### src/rtl/seg_lead_find.sv
module seg_lead_find #(
  parameter int DATA_W    = 40,
  parameter int SEG_COUNT = 8,
  localparam int SEG_W    = DATA_W / SEG_COUNT,
  localparam int CODE_W   = $clog2(SEG_COUNT)
) (
  input  logic [DATA_W-1:0] word,
  output logic [CODE_W-1:0] code
);
  logic [SEG_COUNT-1:0] seg_nz;

  generate
    for (genvar s = 0; s < SEG_COUNT; s++) begin : g_nz
      assign seg_nz[s] = |word[s*SEG_W +: SEG_W];
    end
  endgenerate

  // highest nonzero segment wins; counts N-1 and N share one code
  always_comb begin
    code = '0;
    for (int s = 0; s < SEG_COUNT; s++) begin
      if (seg_nz[s]) begin
        if (s >= SEG_COUNT - 2) code = CODE_W'(SEG_COUNT - 1);
        else                    code = CODE_W'(s + 1);
      end
    end
  end
endmodule

### src/rtl/seg_enable_map.sv
module seg_enable_map #(
  parameter int SEG_COUNT = 8,
  localparam int CODE_W   = $clog2(SEG_COUNT)
) (
  input  logic [CODE_W-1:0]    code,
  output logic [SEG_COUNT-1:0] seg_en
);
  logic full;
  assign full = (code == CODE_W'(SEG_COUNT - 1));

  generate
    for (genvar s = 0; s < SEG_COUNT; s++) begin : g_en
      assign seg_en[s] = full || (CODE_W'(s) < code);
    end
  endgenerate
endmodule

### src/rtl/seg_bus_tx.sv
module seg_bus_tx #(
  parameter int DATA_W    = 40,
  parameter int SEG_COUNT = 8,
  localparam int SEG_W    = DATA_W / SEG_COUNT,
  localparam int CODE_W   = $clog2(SEG_COUNT)
) (
  input  logic              clk,
  input  logic              rst,
  input  logic              tx_valid,
  input  logic [DATA_W-1:0] tx_word,
  output logic [DATA_W-1:0] line_data,
  output logic [CODE_W-1:0] line_code,
  output logic              line_strobe
);
  logic [CODE_W-1:0]    code_nx;
  logic [SEG_COUNT-1:0] seg_en;
  logic [DATA_W-1:0]    data_nx;

  seg_lead_find #(.DATA_W(DATA_W), .SEG_COUNT(SEG_COUNT)) u_find (
    .word (tx_word),
    .code (code_nx)
  );

  seg_enable_map #(.SEG_COUNT(SEG_COUNT)) u_map (
    .code   (code_nx),
    .seg_en (seg_en)
  );

  generate
    for (genvar s = 0; s < SEG_COUNT; s++) begin : g_mux
      assign data_nx[s*SEG_W +: SEG_W] =
        seg_en[s] ? tx_word[s*SEG_W +: SEG_W] : line_data[s*SEG_W +: SEG_W];
    end
  endgenerate

  always_ff @(posedge clk) begin
    if (rst) begin
      line_data   <= '0;
      line_code   <= '0;
      line_strobe <= 1'b0;
    end else begin
      line_strobe <= tx_valid;
      if (tx_valid) begin
        line_data <= data_nx;
        line_code <= code_nx;
      end
    end
  end

  a_r8_idle_hold: assert property (@(posedge clk) disable iff (rst)
    !tx_valid |=> ($stable(line_data) && $stable(line_code) && !line_strobe));

  a_r7_zero_quiet: assert property (@(posedge clk) disable iff (rst)
    (tx_valid && tx_word == '0) |=> ($stable(line_data) && line_code == '0));

  a_r6_top_full: assert property (@(posedge clk) disable iff (rst)
    (tx_valid && tx_word[DATA_W-1 -: SEG_W] != '0)
      |=> (line_data == $past(tx_word) && line_code == CODE_W'(SEG_COUNT - 1)));
endmodule

### src/rtl/seg_bus_rx.sv
module seg_bus_rx #(
  parameter int DATA_W    = 40,
  parameter int SEG_COUNT = 8,
  localparam int SEG_W    = DATA_W / SEG_COUNT,
  localparam int CODE_W   = $clog2(SEG_COUNT)
) (
  input  logic [DATA_W-1:0] line_data,
  input  logic [CODE_W-1:0] line_code,
  input  logic              line_strobe,
  output logic [DATA_W-1:0] rx_word,
  output logic              rx_valid
);
  logic [SEG_COUNT-1:0] seg_en;

  seg_enable_map #(.SEG_COUNT(SEG_COUNT)) u_map (
    .code   (line_code),
    .seg_en (seg_en)
  );

  generate
    for (genvar s = 0; s < SEG_COUNT; s++) begin : g_zero
      assign rx_word[s*SEG_W +: SEG_W] =
        seg_en[s] ? line_data[s*SEG_W +: SEG_W] : '0;
    end
  endgenerate

  assign rx_valid = line_strobe;
endmodule

### src/rtl/seg_bus_link.sv
module seg_bus_link #(
  parameter int DATA_W    = 40,
  parameter int SEG_COUNT = 8,
  localparam int CODE_W   = $clog2(SEG_COUNT)
) (
  input  logic              clk,
  input  logic              rst,
  input  logic              tx_valid,
  input  logic [DATA_W-1:0] tx_word,
  output logic [DATA_W-1:0] line_data,
  output logic [CODE_W-1:0] line_code,
  output logic              line_strobe,
  output logic [DATA_W-1:0] rx_word,
  output logic              rx_valid
);
  initial begin
    assert (SEG_COUNT >= 2 && (SEG_COUNT & (SEG_COUNT - 1)) == 0
            && DATA_W % SEG_COUNT == 0)
      else $error("segment count must be a power of two dividing the width");
  end

  seg_bus_tx #(.DATA_W(DATA_W), .SEG_COUNT(SEG_COUNT)) u_tx (
    .clk         (clk),
    .rst         (rst),
    .tx_valid    (tx_valid),
    .tx_word     (tx_word),
    .line_data   (line_data),
    .line_code   (line_code),
    .line_strobe (line_strobe)
  );

  seg_bus_rx #(.DATA_W(DATA_W), .SEG_COUNT(SEG_COUNT)) u_rx (
    .line_data   (line_data),
    .line_code   (line_code),
    .line_strobe (line_strobe),
    .rx_word     (rx_word),
    .rx_valid    (rx_valid)
  );

  a_r2_round_trip: assert property (@(posedge clk) disable iff (rst)
    tx_valid |=> (rx_valid && rx_word == $past(tx_word)));
endmodule

### config.mk
export PLATFORM = sky130hd
export DESIGN_NAME = seg_bus_link
export DESIGN_NICKNAME = d
export VERILOG_FILES = /design/src/rtl/seg_lead_find.sv /design/src/rtl/seg_enable_map.sv /design/src/rtl/seg_bus_tx.sv /design/src/rtl/seg_bus_rx.sv /design/src/rtl/seg_bus_link.sv
export SDC_FILE = /design/constraint.sdc
export NUM_CORES = 1
export LEC_CHECK = 0
export ABC_AREA = 1
export BUFFER_PORTS_ARGS = -buffer_cell sky130_fd_sc_hd__buf_2
export CORE_UTILIZATION = 44
export CTS_CLUSTER_SIZE = 12
export DETAILED_ROUTE_END_ITERATION = 6
export GPL_ROUTABILITY_DRIVEN = 0
export PLACE_DENSITY_LB_ADDON = 0.12
export SLEW_MARGIN = 10
export SYNTH_ARGS = -nofsm -noshare
export SYNTH_HDL_FRONTEND = slang
export SYNTH_SLANG_ARGS = --single-unit
### constraint.sdc
create_clock -name clk -period 1.7 [get_ports clk]
set_input_delay 0.34 -clock clk [delete_from_list [all_inputs] [get_ports clk]]
set_output_delay 0.34 -clock clk [all_outputs]
set_load 0.005 [all_outputs]
==> impl_metrics.csv <==
group,metric,value,unit
outcome,status,"complete, no violations",
final_layout,fin_cells,555,
floorplan,start_util,46.5,%
floorplan,row_count,25,
clock_tree,cts_resized,4,
setup_path,critPathMaxFanout,10,
sta,clock_skew,0,ns
route,ant_nets,0,
clock_tree,cts_made_buffers,5,
clock_tree,ctsHoldBuffers,0,
worst_hold_path,hp-class,"in2reg",
setup_path,cp-end-kind,"primary output",
route,wire_per_inst,10.4,µm
logic_synthesis,seq_area_frac_synth,39.3,%
clock_tree,htreeDepth,2,
sta,hold_viol,0,
floorplan,io_pins,128,
placement,dp_cells,550,
placement,hpwl,4460,µm
clock_tree,root_buffer,"clkbuf_8",
logic_synthesis,synth_edf_count,0,
route,routed_wl,5770,µm
floorplan,core_region_area,4820,µm²
route,drtPass1Iterations,4,
route,vias_per_cell,4.52,
placement,io_buffers,127,
floorplan,die_h,73.4,µm
logic_synthesis,synth_flop_cell,"dfxtp_1",
final_layout,diodes,0,
power,power.internal,1.58,mW
setup_path,critPathKind,"reg2out",
sta,fmax,0.644,GHz
power,seq_power_share,53.0,%
power,p_clk_share,26.5,%
sta,finalSetupViolCount,0,
logic_synthesis,syn_inst,350,
clock_tree,clk_pin_slew_worst_paths,0.07,ns
power,irDropWorstVdd,376,µV
sta,finalSetupTns,0,ns
power,swShare,27.7,%
logic_synthesis,synth_fp_nets,393,
sta,fin_crit_sh,91.3,%
clock_tree,clock_latency,0.28,ns
logic_synthesis,ys_warn_count,0,
route,drt_iter0_markers,51,
setup_path,start_kind,"flip-flop",
global_routing,grt_pass1_wl,9160,µm
power,p_leak,1.80,nW
route,route.detailed.drc,0,
sta,worst_pin_slew,0.627,ns
clock_tree,postCtsSetupBuffers,0,
global_routing,track_usage,21.8,%
sta,min_period,1.55,ns
logic_synthesis,synthArstFlopShare,0,%
power,p_per_area,698,nW/µm²
final_layout,syn_to_final_growth,39.4,%
global_routing,grt_pass1_vias,2170,
clock_tree,cts.sinks,44,
sta,relSlewSlack,58.2,%
sta,rsz0062_at_grt,"no",
power,p_switching,0.605,mW
setup_path,cp.arrival,1.21,ns
global_routing,grt_max_degree,31,
route,vias,2508,
global_routing,antenna_found_initial,0,
logic_synthesis,syn_area,2240,µm²
clock_tree,clockBufferDepth,2,
clock_tree,cts_tree,"yes",
logic_synthesis,synthDistinctLibCells,26,
setup_path,required,1.36,ns
job,drv_cap,0,
power,p_comb_share,20.4,%
logic_synthesis,avgSynthCellArea,6.41,µm²
logic_synthesis,ys_ff_latch,44,
sta,drv_slew,0,
final_layout,nets,533,
final_layout,drive_gt1_share,34.8,%
floorplan,die_area,5390,µm²
floorplan,die_w,73.4,µm
global_routing,overflow,0,
cell usage in the layout, fill, tap and decap left out, types with 2 or more instances in the layout:
master,n
nor2_1,82
dfxtp_2,3
nand2_2,3
a21oi_1,32
buf_2,127
nand3_2,5
clkinv_1,2
dfxtp_1,41
clkbuf_8,5
o21ai_0,22
buf_4,20
nor3_1,3
nand3_1,14
nand2_1,42
nand3b_1,5
inv_1,67
o21ai_1,5
power groups by stage:
stage                     clock network [mW]  registers [mW]  logic, mW
after detailed placement                   0            1.18      0.448
after CTS                              0.598            1.16      0.450
final                                  0.579            1.16      0.445
after floorplan                            0            1.18      0.225
after global placement                     0            1.18      0.439
after global routing                   0.636            1.17      0.510
Yosys cell counts (4+ instances only):
library cell,number,area [µm²]
nor2_1,83,312
dfxtp_1,44,881
nand3b_1,5,37.5
o21ai_1,5,25.0
clkbuf_1,8,30.0
nand3_1,15,75.1
a21oi_1,33,165
o21ai_0,22,110
nand3_2,4,40.0
nand2_1,42,158
inv_1,67,251
worst paths after layout:
path,start,endpoint,slack (ns),cells after the start
worst max register to register,u_tx.line_code[2],u_tx.line_code[2],0.81,5
worst max-delay path,u_tx.line_code[1],rx_word[32],0.15,3
worst min-delay path,rst,u_tx.line_code[1],0.23,2
worst min register to register,u_tx.line_data[25],u_tx.line_data[25],0.47,2
flip-flops by register name (all words and copies together), names as in the netlist:
signal	count
u_tx.line_strobe	1
u_tx.line_code	3
u_tx.line_data	40
cell families (layout without fill, tap and decap cells):
group / after synthesis / in the layout / synth area share, %
compound gates: 61 / 61 / 13.7
buf+inv: 84 / 222 / 14.9
flops: 44 / 44 / 39.3
simple gates: 161 / 161 / 32.1
worst max-delay path, stage by stage (launching register included):
cell and delay, ns:
dfxtp_2 0.43, nand3_2 0.23, nor2_1 0.14, buf_2 0.13
area by class of cell:
cell class,instances,area (µm²)
fillers,482,1690
multi-input cells,222,1040
flip-flops and latches,44,885
repair buffers,147,786
inverters,70,264
well taps,67,83.8
clock buffers,5,68.8
metrics by stage:
step	setup slack (ns)	hold WS, ns	utilization [%]	power (mW)	area [µm²]
CTS	0.0509	0.219	64.8	2.20	3120
global placement	-0.122	0.455	63.1	1.62	3040
detailed placement	-0.265	0.458	63.1	1.63	3040
global route	0.00854	0.231	64.9	2.31	3130
floorplan	0.237	0.409	-	1.40	2240
finish	0.147	0.226	64.9	2.18	3130
layer usage:
| metal | vias to the layer above | share of wire, % | GRT usage, % |
|---|---|---|---|
| met5 | - | 0 | 0 |
| met4 | 0 | 1.9 | 7.26 |
| met3 | 11 | 5.0 | 4.39 |
| met2 | 78 | 48 | 39.5 |
| met1 | 1079 | 45 | 25.6 |
| li1 | 1340 | - | - |
Power figures use the tool's default switching activity.
